<file path="config.mk">
export PLATFORM = sky130hd
export DESIGN_NAME = irq_select_top
export DESIGN_NICKNAME = d
export VERILOG_FILES = /design/src/rtl/irq_sel_pkg.sv /design/src/rtl/irq_level_gate.sv /design/src/rtl/irq_class_filter.sv /design/src/rtl/irq_lsb_index.sv /design/src/rtl/irq_select_top.sv
export SDC_FILE = /design/constraint.sdc
export NUM_CORES = 1
export LEC_CHECK = 0
export BUFFER_PORTS_ARGS = -buffer_cell sky130_fd_sc_hd__buf_2
export CORE_MARGIN = 3
export CORE_UTILIZATION = 44
export CTS_CLUSTER_SIZE = 28
export DETAILED_ROUTE_END_ITERATION = 8
export PLACE_DENSITY_LB_ADDON = 0.3
export SETUP_SLACK_MARGIN = 0.1
export SYNTH_ARGS = -nofsm -noshare
export SYNTH_HDL_FRONTEND = slang
export SYNTH_SLANG_ARGS = --single-unit
</file>
<file path="constraint.sdc">
create_clock -name clk -period 0.8 [get_ports clk]
set_input_delay 0.2 -clock clk [delete_from_list [all_inputs] [get_ports clk]]
set_output_delay 0.2 -clock clk [all_outputs]
set_load 0.01 [all_outputs]
</file>
<file path="src/rtl/irq_sel_pkg.sv">
package irq_sel_pkg;

  typedef enum logic [1:0] {
    PRIV_USER  = 2'd0,
    PRIV_SUPER = 2'd1,
    PRIV_RSVD  = 2'd2,
    PRIV_MACH  = 2'd3
  } priv_e;

  // interrupt line positions whose class the selector decodes
  localparam int unsigned BIT_SW_S   = 1;
  localparam int unsigned BIT_SW_M   = 3;
  localparam int unsigned BIT_TMR_S  = 5;
  localparam int unsigned BIT_TMR_M  = 7;
  localparam int unsigned BIT_EXT_S  = 9;
  localparam int unsigned BIT_EXT_M  = 11;
  localparam int unsigned BIT_CUST_LO = BIT_EXT_M + 1;

endpackage

</file>
<file path="src/rtl/irq_level_gate.sv">
module irq_level_gate
  import irq_sel_pkg::*;
#(
  parameter int unsigned W = 64
) (
  input  logic [W-1:0] pend_i,
  input  logic [W-1:0] deleg_i,
  input  logic [1:0]   priv_i,
  input  logic         m_gie_i,
  input  logic         s_gie_i,
  output logic [W-1:0] cand_o
);

  priv_e       priv;
  logic        m_en;
  logic        s_en;
  logic [W-1:0] m_set;
  logic [W-1:0] s_set;

  always_comb begin
    priv = priv_e'(priv_i);
    m_en = (priv != PRIV_MACH) || m_gie_i;
    s_en = (priv == PRIV_USER) || ((priv == PRIV_SUPER) && s_gie_i);
    m_set = pend_i & ~deleg_i & {W{m_en}};
    s_set = pend_i &  deleg_i & {W{s_en}};
    cand_o = (|m_set) ? m_set : s_set;
  end

endmodule

</file>
<file path="src/rtl/irq_class_filter.sv">
module irq_class_filter
  import irq_sel_pkg::*;
#(
  parameter int unsigned W = 64
) (
  input  logic [W-1:0] cand_i,
  output logic [W-1:0] kept_o
);

  logic [W-1:0] msk_cust;
  logic [W-1:0] msk_ext;
  logic [W-1:0] msk_sw;
  logic [W-1:0] msk_tmr;

  for (genvar b = 0; b < W; b++) begin : g_mask
    assign msk_cust[b] = (b >= BIT_CUST_LO);
    assign msk_ext[b]  = (b == BIT_EXT_S) || (b == BIT_EXT_M);
    assign msk_sw[b]   = (b == BIT_SW_S)  || (b == BIT_SW_M);
    assign msk_tmr[b]  = (b == BIT_TMR_S) || (b == BIT_TMR_M);
  end

  always_comb begin
    if (|(cand_i & msk_cust))      kept_o = cand_i & msk_cust;
    else if (|(cand_i & msk_ext))  kept_o = cand_i & msk_ext;
    else if (|(cand_i & msk_sw))   kept_o = cand_i & msk_sw;
    else if (|(cand_i & msk_tmr))  kept_o = cand_i & msk_tmr;
    else                           kept_o = '0;
  end

endmodule

</file>
<file path="src/rtl/irq_lsb_index.sv">
module irq_lsb_index #(
  parameter int unsigned W  = 64,
  parameter int unsigned IW = $clog2(W)
) (
  input  logic [W-1:0]  vec_i,
  output logic [IW-1:0] idx_o,
  output logic          valid_o
);

  always_comb begin
    idx_o   = '0;
    valid_o = |vec_i;
    for (int i = W - 1; i >= 0; i--) begin
      if (vec_i[i]) idx_o = IW'(i);
    end
  end

endmodule

</file>
<file path="src/rtl/irq_select_top.sv">
module irq_select_top #(
  parameter int unsigned XLEN  = 64,
  parameter int unsigned DBG_W = 3
) (
  input  logic              clk,
  input  logic              rst_n,
  input  logic [XLEN-1:0]   pend_i,
  input  logic [XLEN-1:0]   deleg_i,
  input  logic [1:0]        priv_i,
  input  logic              m_gie_i,
  input  logic              s_gie_i,
  input  logic [DBG_W-1:0]  dbg_cause_i,
  output logic              take_o,
  output logic [XLEN-1:0]   cause_o
);

  localparam int unsigned IW  = $clog2(XLEN);
  localparam int unsigned PAD = XLEN - 1 - IW;

  logic [XLEN-1:0] cand;
  logic [XLEN-1:0] kept;
  logic [IW-1:0]   win_idx;
  logic            win_vld;
  logic            take_nxt;
  logic [XLEN-1:0] cause_nxt;
  logic            cause_en;
  logic            take_q;
  logic [XLEN-1:0] cause_q;

  irq_level_gate #(.W(XLEN)) u_level (
    .pend_i  (pend_i),
    .deleg_i (deleg_i),
    .priv_i  (priv_i),
    .m_gie_i (m_gie_i),
    .s_gie_i (s_gie_i),
    .cand_o  (cand)
  );

  irq_class_filter #(.W(XLEN)) u_class (
    .cand_i (cand),
    .kept_o (kept)
  );

  irq_lsb_index #(.W(XLEN), .IW(IW)) u_index (
    .vec_i   (kept),
    .idx_o   (win_idx),
    .valid_o (win_vld)
  );

  // next-state
  always_comb begin
    take_nxt  = win_vld && (dbg_cause_i == '0);
    cause_en  = take_nxt;
    cause_nxt = {1'b1, {PAD{1'b0}}, win_idx};
  end

  // registers
  always_ff @(posedge clk or negedge rst_n) begin
    if (!rst_n) begin
      take_q <= 1'b0;
    end else begin
      take_q <= take_nxt;
    end
  end

  always_ff @(posedge clk or negedge rst_n) begin
    if (!rst_n) begin
      cause_q <= '0;
    end else if (cause_en) begin
      cause_q <= cause_nxt;
    end
  end

  assign take_o  = take_q;
  assign cause_o = cause_q;

endmodule

</file>
==> flow_summary.yaml, run 1 <==
clock_tree:
  cts_sinks: 8
  clk_root_buffer_cell: "clkbuf_8"
  cts.htree.levels: 1
  max-clock-path-buffers: 2
  cts_buffers: 3
floorplanning:
  io_pins: 202
  rows: 29
  die_h_um: 88.9
  die-width_um: 88.9
  start_util_pct: 46.6
grt:
  track_usage_pct: 67.5
  overflow: 3
  grt_max_degree: 15
placed_design:
  routabilityCongestion: 1.12
  hpwl_um: 12100
  port_buffers: 144
outcome:
  error: "[ERROR GRT-0232] Routing congestion too high. Check the congestion heatmap in the GUI."
  lastStage: "global routing"
  outcome: "stopped before the end"
synth:
  ys.flop_type: "dfrtp_1"
  yosysUniqueCellTypes: 62
  synth_edf_count: 0
  async_flop_share_pct: 100
  synth.avg_cell_area_um2: 6.46
  synth_cells: 468
  ys_ff_latch: 8
  ys_warn_count: 0
  syn-cell-area_um2: 3020
  synth-seq-area-share_pct: 6.62
timing:
  grt-worst-endpoint: "cause_o[1]$_DFFE_PN0P_/D"
  worst-ep-kind: "sequential cell input"
-- synth_stat cells (2+ instances only) --
master / number / area (µm²)
a2bb2oi_1: 5 / 43.8
nor3_1: 7 / 35.0
o22ai_1: 5 / 31.3
a311o_1: 2 / 20.0
a211oi_1: 28 / 210
nand4_1: 7 / 43.8
o21bai_1: 2 / 15.0
o2111a_1: 7 / 78.8
buf_4: 57 / 428
o21a_1: 3 / 22.5
nand2_1: 28 / 105
inv_1: 42 / 158
o21ai_0: 15 / 75.1
dfrtp_1: 8 / 200
a311oi_1: 3 / 26.3
buf_2: 3 / 15.0
a21oi_1: 18 / 90.1
nor4b_1: 2 / 17.5
nor3b_1: 5 / 37.5
and3_1: 4 / 25.0
nand3_1: 8 / 40.0
a21o_1: 2 / 15.0
a32o_1: 2 / 20.0
o31ai_1: 2 / 15.0
or2_2: 2 / 12.5
a211oi_2: 2 / 25.0
o211ai_1: 7 / 52.6
a31oi_1: 11 / 68.8
nand2b_1: 57 / 357
clkbuf_1: 8 / 30.0
a211o_1: 5 / 43.8
buf_6: 3 / 33.8
o2111ai_1: 10 / 87.6
a21boi_0: 4 / 30.0
and2_1: 2 / 12.5
nor2b_1: 3 / 18.8
nor2_1: 57 / 214
nor4_1: 8 / 50.1
-- stage by stage --
stage          cell area (µm²)  utilization (%)  setup WS, ns  std cells  hold slack [ns]
2_1_floorplan             3330                -         -2.06        524          -0.0956
3_3_place_gp              5110             78.7         -2.52        862           0.0469
3_5_place_dp              5110             78.7         -2.60        862           0.0540
4_1_cts                   5700             87.8         -2.11        876            0.352
-- kinds of logic after synthesis --
kind of cell           share of synthesized area (%)
flip-flops                                      6.62
buffers and inverters                           22.0
AND/OR/NAND/NOR                                 34.5
AO/OA/AOI/OAI                                   36.5
XOR/XNOR                                       0.290
other                                          0.124
-- per-layer routing --
metal	GRT overflow	GRT usage, %
met4	2	61.5
met3	0	55.4
met1	0	65.7
met5	0	23.4
met2	1	86.1
-- what timing repair did --
item,4_1_cts
setup endpoints to repair,16
gates resized for setup,78
pin swaps,25
hold buffers,1
setup buffers,8
endpoints found under the hold margin,8
cloned,2
==> inputs of run 2 (changes only) <==
- CORE_UTILIZATION: 44 -> 40
- CTS_CLUSTER_SIZE: 28 -> default
- PLACE_DENSITY_LB_ADDON: 0.3 -> 0.15
- SETUP_SLACK_MARGIN: 0.1 -> default
==> flow_summary.yaml, run 2 <==
drt:
  finalWirelength_um: 14800
  vias_per_cell: 5.34
  drtIter0Drc: 258
  drc: 0
  firstDrtPassIters: 5
  vias: 4806
  drtAntennaViolNets: 0
  wl_per_cell_um: 16.5
power_and_ir_drop:
  p_total_mw: 4.02
  power_frac_seq_pct: 12.1
  vdd_drop_max_uv: 429
  p_clk_share_pct: 13.1
  p_per_area_nw_per_um2: 685
  p_int_mw: 2.35
  switching_share_pct: 41.5
  p_leak_nw: 3.02
  p_sw_mw: 1.67
  pwr-share-comb_pct: 74.7
synth:
  synth_edf_count: 0
  ys_warn_count: 0
  synth_cells: 468
  ys_top_cells_by_area: "buf_4 (14%), nand2b_1 (12%), nor2_1 (7.1%)"
  ys_ff_latch: 8
  async_flop_share_pct: 100
  synth_top_area_share_pct: 14.1
  synth.avg_cell_area_um2: 6.46
  ys.flop_type: "dfrtp_1"
  syn-cell-area_um2: 3020
  yosysUniqueCellTypes: 62
  synth-seq-area-share_pct: 6.62
  synth_area_leader_cell: "buf_4"
  synthTopCellsByCount: "buf_4 (57), nand2b_1 (57), nor2_1 (57)"
clock_tree:
  cts.htree.levels: 1
  cts_tree: "done"
  max-clock-path-buffers: 2
  cts_buffers: 3
  cts.reportedPaths.clkPinSlew_ns: 0.05
  cts_sinks: 8
  clk_root_buffer_cell: "clkbuf_8"
  clock_latency_ns: 0.23
floorplanning:
  rows: 31
  die-width_um: 93.0
  die_h_um: 93.0
  start_util_pct: 41.5
  die_area_um2: 8640
  io_pins: 202
  core_um2: 7290
critical_path:
  critical_path_required_ns: 0.92
  worstPathMaxFanout: 8
  reg2reg_from: "cause_o[5]"
  crit_path_start_kind: "input pin"
  end_kind: "register"
  path_class: "input pin to register"
  cp-startpoint: "deleg_i[49]"
  cp.arrival_ns: 3.09
job:
  drv_cap: 0
timing:
  finalCriticalPeriod_ns: 2.97
  setup_viol: 16
  finalSetupTns_ns: -17.47
  skew_ns: 0
  hold_viol: 0
  setup_ws_ns: -2.17
  slew_viol_final: 0
  grt_setup_unrepaired: "true"
  period_share_pct: 372
  fmax_mhz: 336
finish:
  mostFrequentLayoutCells: "buf_4 (187), buf_2 (135), conb_1 (57)"
  fin_area_um2: 5860
  area_growth_syn_to_layout_pct: 93.8
  seq_area_um2: 200
  multi_input_area_um2: 2920
  fin_nets: 940
  antenna_cells: 0
  fillCellCount: 550
  drive_gt1_share_pct: 54.9
  largest_reg_flops: 7
  final_common_cell: "buf_4"
grt:
  grt_max_degree: 16
  use_met2_pct: 55.0
  met1_usage_pct: 37.7
  grtUsageMet3_pct: 4.55
  overflow: 0
  track_usage_pct: 31.2
  grt_pass1_wl_um: 21500
  antenna_found_initial: 0
  grt_pass1_vias: 4568
  busiest_layer: "met2"
outcome:
  violations: "negative setup slack"
  outcome: "finished with violations"
worst_hold_path:
  worstHoldPathType: "input pin to async pin"
placed_design:
  port_buffers: 144
  routabilityCongestion: 1.00
  dpl_cell_area_um2: 5030
  hpwl_um: 11800
[run 2: cell families after synthesis]
| kind of cell | share of synthesized area, % |
|---|---|
| AOI/OAI and AO/OA | 36.5 |
| buffers and inverters | 22.0 |
| other | 0.124 |
| and+or+nand+nor | 34.5 |
| xor gates and xnor gates | 0.290 |
| DFF | 6.62 |
[run 2: final cells by class]
type | instances | share of cell area, %
multi-input cells | 403 | 49.9
repair buffers | 345 | 41.2
flip-flops and latches | 8 | 3.42
inverters | 42 | 2.69
well taps | 99 | 2.11
clock buffers | 3 | 0.705
[run 2: worst paths after layout]
path / slack (ns) / depth (start not counted) / endpoint
worst min-delay path: 0.34 / 2 / cause_o[2]
worst max-delay path: -2.17 / 15 / cause_o[1]
max in group asynchronous: 0.28 / 2 / cause_o[4]
min in group clk: 0.43 / 5 / cause_o[2]
worst max register to register: -0.05 / 4 / cause_o[5]
worst min register to register: 0.47 / 1 / cause_o[4]
[run 2: power groups by stage]
stage	combinational (mW)	clock [mW]	sequential (mW)
2_1_floorplan	1.24	0	0.515
3_3_place_gp	2.50	0	0.489
3_5_place_dp	2.53	0	0.492
4_1_cts	2.64	0.513	0.486
5_1_grt	3.23	0.547	0.492
6_report	3.00	0.528	0.487
[run 2: worst max-delay path, stage by stage]
cell	delay, ns
buf_6	0.07
nand2b_4	0.12
o2111ai_2	0.14
or4_4	0.58
nor3b_4	0.24
nand2_2	0.12
buf_8	0.17
a211oi_2	0.24
buf_4	0.16
a21oi_1	0.05
a211oi_2	0.24
o2111ai_1	0.16
a311o_1	0.32
a211oi_2	0.21
o31ai_2	0.07
[run 2: layer usage]
metal	vias up	part of all wire, %
li1	2268	-
met2	255	51
met3	43	7.8
met4	0	2.9
met5	-	0
met1	2240	38
[run 2: repair_timing]
action / 4_1_cts / 5_1_grt
pin swaps: 3 / 20
setup buffers: 7 / 13
hold buffers: 1 / 0
endpoints found under the hold margin: 8 / 0
gates resized for setup: 25 / 91
setup endpoints to repair: 16 / 16
gates cloned: 0 / 1
[run 2: stage by stage]
step,instances,setup WS [ns],hold slack [ns],util (%)
floorplan,524,-2.06,-0.0956,-
CTS,886,-2.16,0.341,72.0
detailed placement,875,-2.62,0.0572,69.0
finish,900,-2.17,0.341,80.4
global route,900,-2.30,0.349,80.4
global placement,875,-2.57,0.0469,69.0
(Power assumes the default switching activity.)
==> inputs of run 3 (changes only) <==
- PLACE_DENSITY: default -> 0.79
- PLACE_DENSITY_LB_ADDON: 0.15 -> default
==> flow_summary.yaml, run 3 (synthesis gave the netlist of run 2 again) <==
timing:
  hold_viol: 0
  skew_ns: 0
  relSlewSlack_pct: 62.9
  worst_pin_slew_ns: 0.551
  grt_setup_unrepaired: "true"
  setup_viol: 16
  period_share_pct: 385
  setup_ws_ns: -2.28
  fmax_mhz: 325
  finalSetupTns_ns: -18.31
  finalCriticalPeriod_ns: 3.08
  slew_viol_final: 0
finish:
  area_growth_syn_to_layout_pct: 96.9
  largest_reg_flops: 7
  fin_nets: 940
  fin_area_um2: 5960
  antenna_cells: 0
  drive_gt1_share_pct: 55.3
  final_common_cell: "buf_4"
  mostFrequentLayoutCells: "buf_4 (187), buf_2 (134), conb_1 (57)"
power_and_ir_drop:
  p_per_area_nw_per_um2: 699
  vdd_drop_max_uv: 353
  p_leak_nw: 3.02
drt:
  wl_met3_um: 1730
  vias: 5182
  finalWirelength_um: 17200
  wl_met1_um: 5930
  drtIter0Drc: 423
  met2WireLength_um: 8230
  drtAntennaViolNets: 0
  drc: 1
  firstDrtPassIters: 7
  dr.max_layer_used: "met4"
  wl_per_cell_um: 19.1
  vias_per_cell: 5.76
placed_design:
  port_buffers: 144
  hpwl_um: 11600
  dpl_cell_area_um2: 5000
  routabilityCongestion: 1.06
critical_path:
  crit_chain: "buf_2 > nand2b_4 > o2111ai_4 > or4_4 > nor3b_4 > nand2_4 > buf_12 > buf_16 > a211oi_4 > buf_4 > or2_4 > o2111ai_2 > a311o_1 > a211oi_2 > o31ai_1"
  path_class: "input pin to register"
  cp_slowest_stage_delay_ns: 0.56
  r2r-end: "cause_o[1]"
  cp.arrival_ns: 3.18
  slowest_stage: "or4_4"
  crit_path_start_kind: "input pin"
  critical_path_required_ns: 0.91
  worstPathMaxFanout: 8
  reg2reg_from: "cause_o[1]"
  ff2ff_setup_slack_ns: -0.02
  worstRegToRegCells: 3
  end_kind: "register"
floorplanning:
  die_h_um: 93.0
  rows: 31
  start_util_pct: 41.5
  die-width_um: 93.0
  io_pins: 202
  core_um2: 7290
  die_area_um2: 8640
grt:
  overflow: 0
  grt_max_degree: 18
  antenna_found_initial: 0
  grt_pass1_vias: 5276
  track_usage_pct: 36.3
  grt_pass1_wl_um: 25100
outcome:
  outcome: "finished with violations"
  violations: "design-rule violations, negative setup slack"
clock_tree:
  cts.htree.levels: 1
  max-clock-path-buffers: 2
  cts_sinks: 8
  cts_buffers: 3
  clock_latency_ns: 0.23
  cts.reportedPaths.clkPinSlew_ns: 0.05
  cts_tree: "done"
  clk_root_buffer_cell: "clkbuf_8"
worst_hold_path:
  worstHoldPathType: "input pin to async pin"
job:
  drv_cap: 0
run 3: cell types whose count changed in the layout (fill, tap and decap cells not counted), moves of 3 or more:
cell / change
a211oi_2: -5
nand2b_1: +6
a211oi_4: +6
nand2b_4: -5
a31oi_1: -3
buf_8: -5
buf_6: +5
nor4_2: -3
run 3: layer usage:
layer	track usage [%]	vias up
met2	63.3	428
met4	24.2	0
met1	40.5	2363
met3	5.61	136
met5	0	-
li1	-	2255
run 3: per-stage QoR:
step | utilization [%] | setup WS (ns) | instances | total power [mW] | hold WS (ns)
after floorplan | - | -2.06 | 524 | 1.76 | -0.0956
final | 81.7 | -2.28 | 900 | 4.16 | 0.351
after global placement | 68.6 | -2.48 | 873 | 2.97 | 0.0462
after global routing | 81.7 | -2.39 | 900 | 4.35 | 0.377
after detailed placement | 68.6 | -2.54 | 873 | 3.02 | 0.0490
after CTS | 79.2 | -2.12 | 897 | 3.80 | 0.350
run 3: final cells by class:
type,instances,area [µm²]
Inverter,42,158
Tap cell,99,124
Sequential cell,8,200
Multi-Input combinational cell,403,3010
Clock buffer,3,41.3
Timing Repair Buffer,345,2420
Fill cell,459,1340
run 3: what timing repair did:
item / in CTS / in global routing
endpoints found under the setup margin: 16 / 16
pin swaps: 25 / 24
cloned: 3 / 0
buffers inserted: 17 / 5
endpoints found under the hold margin: 8 / 0
gates resized for setup: 92 / 37
hold buffers: 1 / 0
run 3: how the worst max path moves through the flow:
stage,start,to,depth (start not counted)
global placement,deleg_i[23],cause_o[1],14
CTS,deleg_i[22],cause_o[0],16
global route,deleg_i[50],cause_o[1],14
finish,pend_i[9],cause_o[1],15
floorplan,deleg_i[41],cause_o[1],14
detailed placement,deleg_i[23],cause_o[0],14
run 3: report_power, final:
| part | switching, mW | internal, mW |
|---|---|---|
| Sequential | 0.0384 | 0.458 |
| Clock | 0.176 | 0.328 |
| Combinational | 1.56 | 1.60 |
| Total | 1.78 | 2.39 |
run 3: worst max-delay path, delay by kind of cell:
kind,cells,cell delay (ns)
and+or+nand+nor,5,1.17
buffers and inverters,4,0.61
AOI/OAI and AO/OA,6,1.19
